--- src/rtl/pxu_pkg.sv ---
package pxu_pkg;

    // Decoded pixel arrangement for one bus load
    typedef struct packed {
        logic       wide;   // 1: 8-bit pixels, 0: 4-bit pixels
        logic [1:0] glog;   // log2 of the number of groups per bus word
    } pix_cfg_t;

endpackage

--- src/rtl/pxu_mode_decode.sv ---
module pxu_mode_decode
    import pxu_pkg::*;
#(
    parameter int unsigned MODE_W    = 8,
    parameter int unsigned MODE_USED = 6
) (
    input  logic [MODE_W-1:0] mode_i,
    output pix_cfg_t          cfg_o
);

    logic [MODE_USED-1:0] sel;

    // Only the low MODE_USED bits take part in the decode
    assign sel = mode_i[MODE_USED-1:0];

    always_comb begin
        case (sel)
            6'b011000: cfg_o = '{wide: 1'b0, glog: 2'd0};
            6'b011001: cfg_o = '{wide: 1'b0, glog: 2'd1};
            6'b011010: cfg_o = '{wide: 1'b0, glog: 2'd2};
            6'b011011: cfg_o = '{wide: 1'b0, glog: 2'd3};
            6'b011100: cfg_o = '{wide: 1'b1, glog: 2'd0};
            6'b011101: cfg_o = '{wide: 1'b1, glog: 2'd1};
            6'b011110: cfg_o = '{wide: 1'b1, glog: 2'd2};
            default:   cfg_o = '{wide: 1'b1, glog: 2'd0};
        endcase
    end

endmodule

--- src/rtl/pxu_load_timer.sv ---
module pxu_load_timer #(
    parameter int unsigned IDX_W = 3,
    parameter int unsigned RCW   = 2
) (
    input  logic             clk,
    input  logic             rst,
    input  logic [RCW-1:0]   ratio_code_i,
    output logic             load_o,
    output logic [IDX_W-1:0] idx_o
);

    typedef struct packed {
        logic [IDX_W-1:0] cnt;
        logic [IDX_W-1:0] nlast;   // active ratio minus one
    } tstate_t;

    tstate_t st_q, st_d;

    assign load_o = (st_q.cnt == '0);
    assign idx_o  = st_q.cnt;

    always_comb begin
        st_d = st_q;
        if (load_o) begin
            st_d.nlast = IDX_W'((32'd1 << ratio_code_i) - 32'd1);
            st_d.cnt   = (st_d.nlast == '0) ? '0 : IDX_W'(1);
        end else if (st_q.cnt == st_q.nlast) begin
            st_d.cnt = '0;
        end else begin
            st_d.cnt = st_q.cnt + 1'b1;
        end
    end

    always_ff @(posedge clk) begin
        if (rst) begin
            st_q <= '0;
        end else begin
            st_q <= st_d;
        end
    end

    // the position counter stays inside the active bus load
    a_r5_count_in_range: assert property (@(posedge clk) disable iff (rst)
        st_q.cnt <= st_q.nlast);

    // a ratio above one never yields back-to-back strobes
    a_r5_single_strobe: assert property (@(posedge clk) disable iff (rst)
        (load_o && ratio_code_i != '0) |=> !load_o);

    // the active ratio only changes at a capture
    a_r9_ratio_hold: assert property (@(posedge clk) disable iff (rst)
        !load_o |=> $stable(st_q.nlast));

endmodule

--- src/rtl/pxu_group_sel.sv ---
module pxu_group_sel
    import pxu_pkg::*;
#(
    parameter int unsigned BUS_W    = 32,
    parameter int unsigned NARROW_W = 4,
    parameter int unsigned WIDE_W   = 8,
    parameter int unsigned IDX_W    = 3
) (
    input  logic              clk,
    input  logic              rst,
    input  logic              load_i,
    input  logic [IDX_W-1:0]  idx_i,
    input  logic [BUS_W-1:0]  bus_word_i,
    input  pix_cfg_t          cfg_new_i,
    output logic [WIDE_W-1:0] pix_o,
    output logic              vld_o
);

    localparam int unsigned N_NARROW = BUS_W / NARROW_W;
    localparam int unsigned N_WIDE   = BUS_W / WIDE_W;
    localparam int unsigned WIDX_W   = $clog2(N_WIDE);
    localparam int unsigned GCNT_W   = IDX_W + 1;

    typedef struct packed {
        logic [BUS_W-1:0]  word;
        pix_cfg_t          cfg;
        logic [WIDE_W-1:0] pix;
        logic              vld;
    } sstate_t;

    sstate_t st_q, st_d;

    logic [BUS_W-1:0]    src_word;
    pix_cfg_t            src_cfg;
    logic [NARROW_W-1:0] nar_grp [N_NARROW];
    logic [WIDE_W-1:0]   wid_grp [N_WIDE];

    // A capture edge works on the incoming word and settings
    always_comb begin
        src_word = load_i ? bus_word_i : st_q.word;
        src_cfg  = load_i ? cfg_new_i  : st_q.cfg;
    end

    for (genvar g = 0; g < N_NARROW; g++) begin : g_narrow
        assign nar_grp[g] = src_word[g*NARROW_W +: NARROW_W];
    end

    for (genvar g = 0; g < N_WIDE; g++) begin : g_wide
        assign wid_grp[g] = src_word[g*WIDE_W +: WIDE_W];
    end

    logic [GCNT_W-1:0] grp_cnt;
    logic              in_range;

    always_comb begin
        st_d      = st_q;
        st_d.word = src_word;
        st_d.cfg  = src_cfg;
        grp_cnt   = GCNT_W'(32'd1 << src_cfg.glog);
        in_range  = ({1'b0, idx_i} < grp_cnt)
                 && (!src_cfg.wide || (32'(idx_i) < N_WIDE));
        st_d.vld  = in_range;
        if (!in_range) begin
            st_d.pix = '0;
        end else if (src_cfg.wide) begin
            st_d.pix = wid_grp[idx_i[WIDX_W-1:0]];
        end else begin
            st_d.pix = WIDE_W'(nar_grp[idx_i]);
        end
    end

    always_ff @(posedge clk) begin
        if (rst) begin
            st_q <= '0;
        end else begin
            st_q <= st_d;
        end
    end

    assign pix_o = st_q.pix;
    assign vld_o = st_q.vld;

    // a cycle without a pixel group shows zero
    a_r7_invalid_zero: assert property (@(posedge clk) disable iff (rst)
        !vld_o |-> (pix_o == '0));

    // narrow pixels arrive zero-extended
    a_r1_narrow_ext: assert property (@(posedge clk) disable iff (rst)
        (vld_o && !st_q.cfg.wide) |-> (pix_o[WIDE_W-1:NARROW_W] == '0));

    // the active arrangement only changes at a capture
    a_r9_cfg_hold: assert property (@(posedge clk) disable iff (rst)
        !load_i |=> $stable(st_q.cfg));

    // the held word only changes at a capture
    a_r5_word_hold: assert property (@(posedge clk) disable iff (rst)
        !load_i |=> $stable(st_q.word));

endmodule

--- src/rtl/pix_unpack_top.sv ---
module pix_unpack_top
    import pxu_pkg::*;
#(
    parameter int unsigned BUS_W     = 32,
    parameter int unsigned NARROW_W  = 4,
    parameter int unsigned WIDE_W    = 8,
    parameter int unsigned MODE_W    = 8,
    parameter int unsigned MODE_USED = 6,
    parameter int unsigned RCW       = 2
) (
    input  logic              clk,
    input  logic              rst,
    input  logic              mode_wr,
    input  logic [MODE_W-1:0] mode_data,
    input  logic              ratio_wr,
    input  logic [RCW-1:0]    ratio_code,
    input  logic [BUS_W-1:0]  bus_word,
    output logic [WIDE_W-1:0] pix_out,
    output logic              pix_valid,
    output logic              load_strobe
);

    localparam int unsigned IDX_W = $clog2(BUS_W / NARROW_W);

    typedef struct packed {
        logic [MODE_W-1:0] mode;
        logic [RCW-1:0]    rcode;
    } regs_t;

    regs_t rg_q, rg_d;

    always_comb begin
        rg_d = rg_q;
        if (mode_wr) begin
            rg_d.mode = mode_data;
        end
        if (ratio_wr) begin
            rg_d.rcode = ratio_code;
        end
    end

    always_ff @(posedge clk) begin
        if (rst) begin
            rg_q <= '0;
        end else begin
            rg_q <= rg_d;
        end
    end

    pix_cfg_t         cfg_prog;
    logic [IDX_W-1:0] grp_idx;

    pxu_mode_decode #(
        .MODE_W    (MODE_W),
        .MODE_USED (MODE_USED)
    ) i_decode (
        .mode_i (rg_q.mode),
        .cfg_o  (cfg_prog)
    );

    pxu_load_timer #(
        .IDX_W (IDX_W),
        .RCW   (RCW)
    ) i_timer (
        .clk          (clk),
        .rst          (rst),
        .ratio_code_i (rg_q.rcode),
        .load_o       (load_strobe),
        .idx_o        (grp_idx)
    );

    pxu_group_sel #(
        .BUS_W    (BUS_W),
        .NARROW_W (NARROW_W),
        .WIDE_W   (WIDE_W),
        .IDX_W    (IDX_W)
    ) i_sel (
        .clk        (clk),
        .rst        (rst),
        .load_i     (load_strobe),
        .idx_i      (grp_idx),
        .bus_word_i (bus_word),
        .cfg_new_i  (cfg_prog),
        .pix_o      (pix_out),
        .vld_o      (pix_valid)
    );

    // the ratio register moves only on its own write
    a_r4_ratio_keep: assert property (@(posedge clk) disable iff (rst)
        !ratio_wr |=> $stable(rg_q.rcode));

    // reset leaves a silent output and a pending strobe
    a_r10_reset_state: assert property (@(posedge clk)
        rst |=> (pix_out == '0 && !pix_valid && load_strobe));

endmodule

--- config.mk ---
export PLATFORM = sky130hd
export DESIGN_NAME = pix_unpack_top
export DESIGN_NICKNAME = d
export VERILOG_FILES = /design/src/rtl/pxu_pkg.sv /design/src/rtl/pxu_mode_decode.sv /design/src/rtl/pxu_load_timer.sv /design/src/rtl/pxu_group_sel.sv /design/src/rtl/pix_unpack_top.sv
export SDC_FILE = /design/constraint.sdc
export NUM_CORES = 1
export LEC_CHECK = 0
export BUFFER_PORTS_ARGS = -buffer_cell sky130_fd_sc_hd__buf_4
export CORE_ASPECT_RATIO = 0.8
export CORE_MARGIN = 2
export CORE_UTILIZATION = 35
export DETAILED_ROUTE_END_ITERATION = 12
export PLACE_DENSITY_LB_ADDON = 0.12
export RECOVER_POWER = 50
export SLEW_MARGIN = 20
export SYNTH_ARGS = -nofsm -noshare
export SYNTH_HDL_FRONTEND = slang
export SYNTH_SLANG_ARGS = --single-unit
--- constraint.sdc ---
create_clock -name clk -period 3.7 [get_ports clk]
set_clock_uncertainty 0.05 [all_clocks]
set_input_delay 0.74 -clock clk [delete_from_list [all_inputs] [get_ports clk]]
set_output_delay 0.74 -clock clk [all_outputs]
set_load 0.02 [all_outputs]
# After elaboration in Yosys (flattened, before gate mapping)
# Cells that the tools add are included.
# totals
output_inout_bits	10
inputBits	46
register_bits	58
word_cells	49
# op_classes
eq_ne	7
addsub	2
mux	13
n_bitwise	4
reduce_logical	7
n_lt_le_gt_ge	4
shifts	2
# ops
operator	count
$eq A6 B5 Y1 const B	6
$mux W32	1
$pmux W3 S6	1
$bmux W8 S2	1
$mux W8	2
$bmux W4 S3	1
$mux W4	3
$mux W3	3
$logic_not A3 Y1	2
$ge A4 B4 Y1 const B	1
$lt A3 B4 Y1	1
$not A3 Y4	1
$shl A1 B2 Y4 const A	1
$add A3 B1 Y3 const B	1
$eq A3 B3 Y1	1
$ge A3 B3 Y1 const B	1
$lt A3 B3 Y1 const B	1
$not A2 Y3	1
$reduce_or A3 Y1	1
$shl A1 B2 Y3 const A	1
$sub A3 B1 Y3 const B	1
$not A1 Y1	2
$reduce_or A2 Y1	1
$logic_and A1 B1 Y1	1
3 further kinds	3

# Depth between registers and ports, before layout
# logic_depth
ltp_word	8
ltp_mapped	18

# Cells and area by module
# From an unflattened synthesis, not the netlist that was laid out.
# hier_totals
cells_unflattened	320
hier_area_um2	3347.0
# modules_own_cells
module	cells_each	area_each_um2	seq_area_each_um2	n_inst
pxu_group_sel	247	2652.5	880.8	1
pix_unpack_top	32	354.1	200.2	1
pxu_load_timer	35	305.3	120.1	1
pxu_mode_decode	6	35.0	0.0	1

# Worst setup path after synthesis
# OpenSTA, ideal clock, no wires.
# synth_path
path_type	reg-to-reg
from	reg i_timer.st_q, in the netlist i_timer.idx_o[1]
to	reg i_sel.st_q, in the netlist i_sel.pix_o[5]
setup_slack_ns	0.775
required_ns	3.564
n_path_buf	5
t_arrival_ns	2.790
path_stages_with_launch	19
path_cell_list	dfxtp_1 -> buf_2 -> inv_1 -> clkbuf_1 -> ha_1 -> buf_6 -> nand2b_4 -> inv_4 -> buf_12 -> buf_8 -> nand4_1 -> nand2_1 -> nand2_1 -> ha_1 -> nor2_1 -> o21ai_0 -> a21oi_1 -> o21ai_2 -> a211oi_1
# synth_between
elab_chain_len	7
word_cells_on_any_way	16
# synth_lines
item	line	rtl
start, declared	pxu_load_timer.sv:17	tstate_t st_q, st_d;
start signal, assigned	pxu_load_timer.sv:38	st_q <= st_d;
$logic_not A3 Y1	pxu_load_timer.sv:19	assign load_o = (st_q.cnt == '0);
$mux W3	pxu_group_sel.sv:41	src_cfg = load_i ? cfg_new_i : st_q.cfg;
$shl A1 B2 Y4 / $logic_not A1 Y1 (equally long branches)	pxu_group_sel.sv:59, pxu_group_sel.sv:61	
$lt A3 B4 Y1 / $logic_or A1 B1 Y1 (equally long branches)	pxu_group_sel.sv:60, pxu_group_sel.sv:61	
$logic_and A1 B1 Y1	pxu_group_sel.sv:61	&& (!src_cfg.wide || (32'(idx_i) < N_WIDE));
$not A1 Y1 (no source line)	--	
$reduce_or A3 Y1 (no source line)	--	
end signal, assigned	pxu_group_sel.sv:76	st_q <= st_d;
end, declared	pxu_group_sel.sv:31	sstate_t st_q, st_d;
# Parallel ways exist; a longest one is shown, timed or not. The select of a mux whose other input is x is not followed.
# A chain may end at the register's enable or synchronous reset.

# Worst setup path in the final report
# Ends and elaborated chain as after synthesis.

==> key figures <==
Synth
  – Commonest cells in the synthesized netlist: dfxtp_1 (58), nor2_1 (48), mux2i_1 (41)
  – Ys async rst share: 0
  – Synth top area share: 0.416
  – EDFF count, synth: 0
  – Seq/Total Area, Yosys: 0.416
  – Synth Instances: 294
  – Top cells by area, synth: dfxtp_1 (42%), mux2i_1 (15%), nor2_1 (6.5%)
  – Syn nets: 343
  – Yosys warns: 0
  – Cell taking the most area after synthesis: dfxtp_1
  – Count leader, synth: dfxtp_1
  – Syn Std Cell Area: 2790 sq um
  – Syn avg cell area: 9.50 sq um
  – Synth unique cells: 46
  – Top_reg_cell synth: dfxtp_1
  – #FFs+latches synth: 58

Clock tree
  – Root Driver: clkbuf_8
  – Reg clk slew, reported paths: 0.07 ns
  – CTS Hold Bufs: 0
  – Setup bufs post-CTS: 0
  – H-tree depth: 3
  – Clock sink count: 58
  – Post-CTS sizing: 0
  – Worst-skew pair later-pin latency: 0.34 ns
  – CTS tree: yes
  – Clk buf depth: 2
  – CTS Buf Count: 9

Routing
  – Overall routed net length: 6.55 mm
  – Via density per instance: 4.85
  – Antenna Violating Nets Remaining: 0
  – Routed len/inst: 14.6 um
  – Residual DRC count: 0
  – 1st-pass router iterations: 4
  – Via count: 2,167
  – Starting DRT DRC Count: 86

STA
  – Fin crit share: 0.848
  – Max Fclk: 319 MHz
  – Slew Limit Fails: 51
  – Setup violations, final: 0
  – Relative max-transition margin: -0.546
  – Worst-Margin Slew: 2.32 ns
  – RSZ-0062 raised after global routing: no
  – Min Tclk post-route: 3.14 ns
  – Final hold vios: 0
  – Slack of the critical path: 0.562 ns
  – Setup_tns: 0 ns

Layout
  – Fraction of layout cells with a size suffix above 1: 0.227
  – Area added between synthesis and finish: 19.1%
  – Nets: 384
  – Final Core Density: 0.424
  – N_diodes: 0

Global route
  – Gr usage total: 0.161
  – Vias in the first global route: 2,201
  – First-pass GRT wire length: 10.9 mm
  – GRT Residual Overflow: 0
  – Pin count of the biggest net entering global routing: 51
  – Initial antenna violation count: 0

Die
  – Core Rows: 29
  – I/O pin count: 56
  – Die height: 83.9 um
  – Die area: 8710 sq um
  – Core ar.: 7840 sq um
  – Initial core utilization: 0.356
  – Die width: 104 um

Flow run
  – Max-cap violations: 1

Setup path
  – Largest fanout on the critical path: 25
  – Critical Path Start Type: flip-flop
  – Kind of critical path: reg2reg
  – CP arrival: 3.33 ns
  – Nature of the critical path endpoint: flip-flop
  – Critical Path RT: 3.89 ns

Power and ir drop
  – Pleak: 1.50 nW
  – Power Density: 461 nW/um^2
  – Worst ir drop on vdd: 0.223 mV

Hold path
  – Hold WC Path Type: reg2reg

Outcome
  – Failing checks: max-capacitance violations, max-slew violations
  – Status: finished, violations left

Placed design
  – Final HPWL DP: 4.44 mm
  – Pre-CTS setup slack: 0.559 ns
  – RePlAce Congestion: 0.722
  – Port bufs: 53
final timing paths:
| check | endpoint | startpoint | cells after the start | slack, ns |
|---|---|---|---|---|
| max | i_sel.pix_o[5]$_SDFF_PP0_ | i_timer.idx_o[1]$_SDFF_PP0_ | 13 | 0.56 |
| min | i_sel.st_q[13]$_SDFF_PP0_ | i_sel.st_q[13]$_SDFF_PP0_ | 2 | 0.41 |
| max reg2reg | i_sel.pix_o[5]$_SDFF_PP0_ | i_timer.idx_o[1]$_SDFF_PP0_ | 13 | 0.56 |
| min reg2reg | i_sel.st_q[13]$_SDFF_PP0_ | i_sel.st_q[13]$_SDFF_PP0_ | 2 | 0.41 |
cell families (layout without fill, tap and decap cells):
group,count (synthesis),in the layout,share of synthesized area
flops,58,58,0.416
compound gates,50,50,0.123
xor+xnor,3,3,0.00941
mux,48,48,0.203
simple gates,98,98,0.159
fa+ha+maj,3,3,0.0134
buf+inv,34,79,0.0762
flip-flops by register name (all words and copies together) (netlist names):
register and cells:
i_sel.pix_o 8, i_sel.st_q 35, i_sel.vld_o 1, i_timer.idx_o 3
i_timer.st_q 3, rg_q 8
where the power goes:
part / total, mW / switching, mW / internal, mW / leakage (nW)
logic: 0.271 / 0.147 / 0.124 / 0.920
registers: 0.692 / 0.0191 / 0.673 / 0.480
clock network: 0.572 / 0.248 / 0.324 / 0.0962
total: 1.53 / 0.414 / 1.12 / 1.50
worst max-delay path: stages, from the launching register on:
cell	delay, ns
dfxtp_1	0.31
inv_1	0.06
ha_1	0.49
nand2b_4	0.21
inv_4	0.37
nand4_1	0.23
nand2_1	0.10
nand2_1	0.05
ha_1	0.29
nor2_1	0.08
o21ai_0	0.07
a21oi_1	0.18
o21ai_2	0.26
a211oi_1	0.27
cells in the final DEF (no fill, tap or decap), drive strengths merged, types with 4 or more instances in the layout:
master,n
nor3,4
dfxtp,58
nand2,21
a311oi,4
mux2i,41
a21oi,13
nand3,6
a211oi,9
buf,49
nor2,48
nor2b,5
inv,4
o211ai,4
clkbuf,22
o22ai,6
mux4,7
o21ai,9
layer usage:
metal / track usage / up-vias / part of all wire
met1: 0.219 / 1004 / 0.52
met5: 0 / - / 0
met4: 0.0405 / 0 / 0.0055
li1: - / 1112 / -
met3: 0.0625 / 2 / 0.051
met2: 0.237 / 49 / 0.43
stage by stage:
| step | cell area (sq um) | power [mW] | hold WS (ns) | instances |
|---|---|---|---|---|
| after detailed placement | 3180 | 0.989 | 0.402 | 432 |
| after global placement | 3180 | 0.987 | 0.395 | 432 |
| after CTS | 3360 | 1.56 | 0.412 | 447 |
| after floorplan | 2790 | 0.914 | 0.387 | 294 |
| after global routing | 3330 | 1.61 | 0.437 | 447 |
| final | 3330 | 1.53 | 0.410 | 447 |
area by class of cell:
cell class	count	area, sq um
Fill cell	813	4510
Clock inverter	3	40.0
Multi-Input combinational cell	202	1420
Inverter	5	21.3
Tap cell	108	135
Sequential cell	58	1160
Timing Repair Buffer	59	405
Clock buffer	12	145
Power figures use the tool's default switching activity.
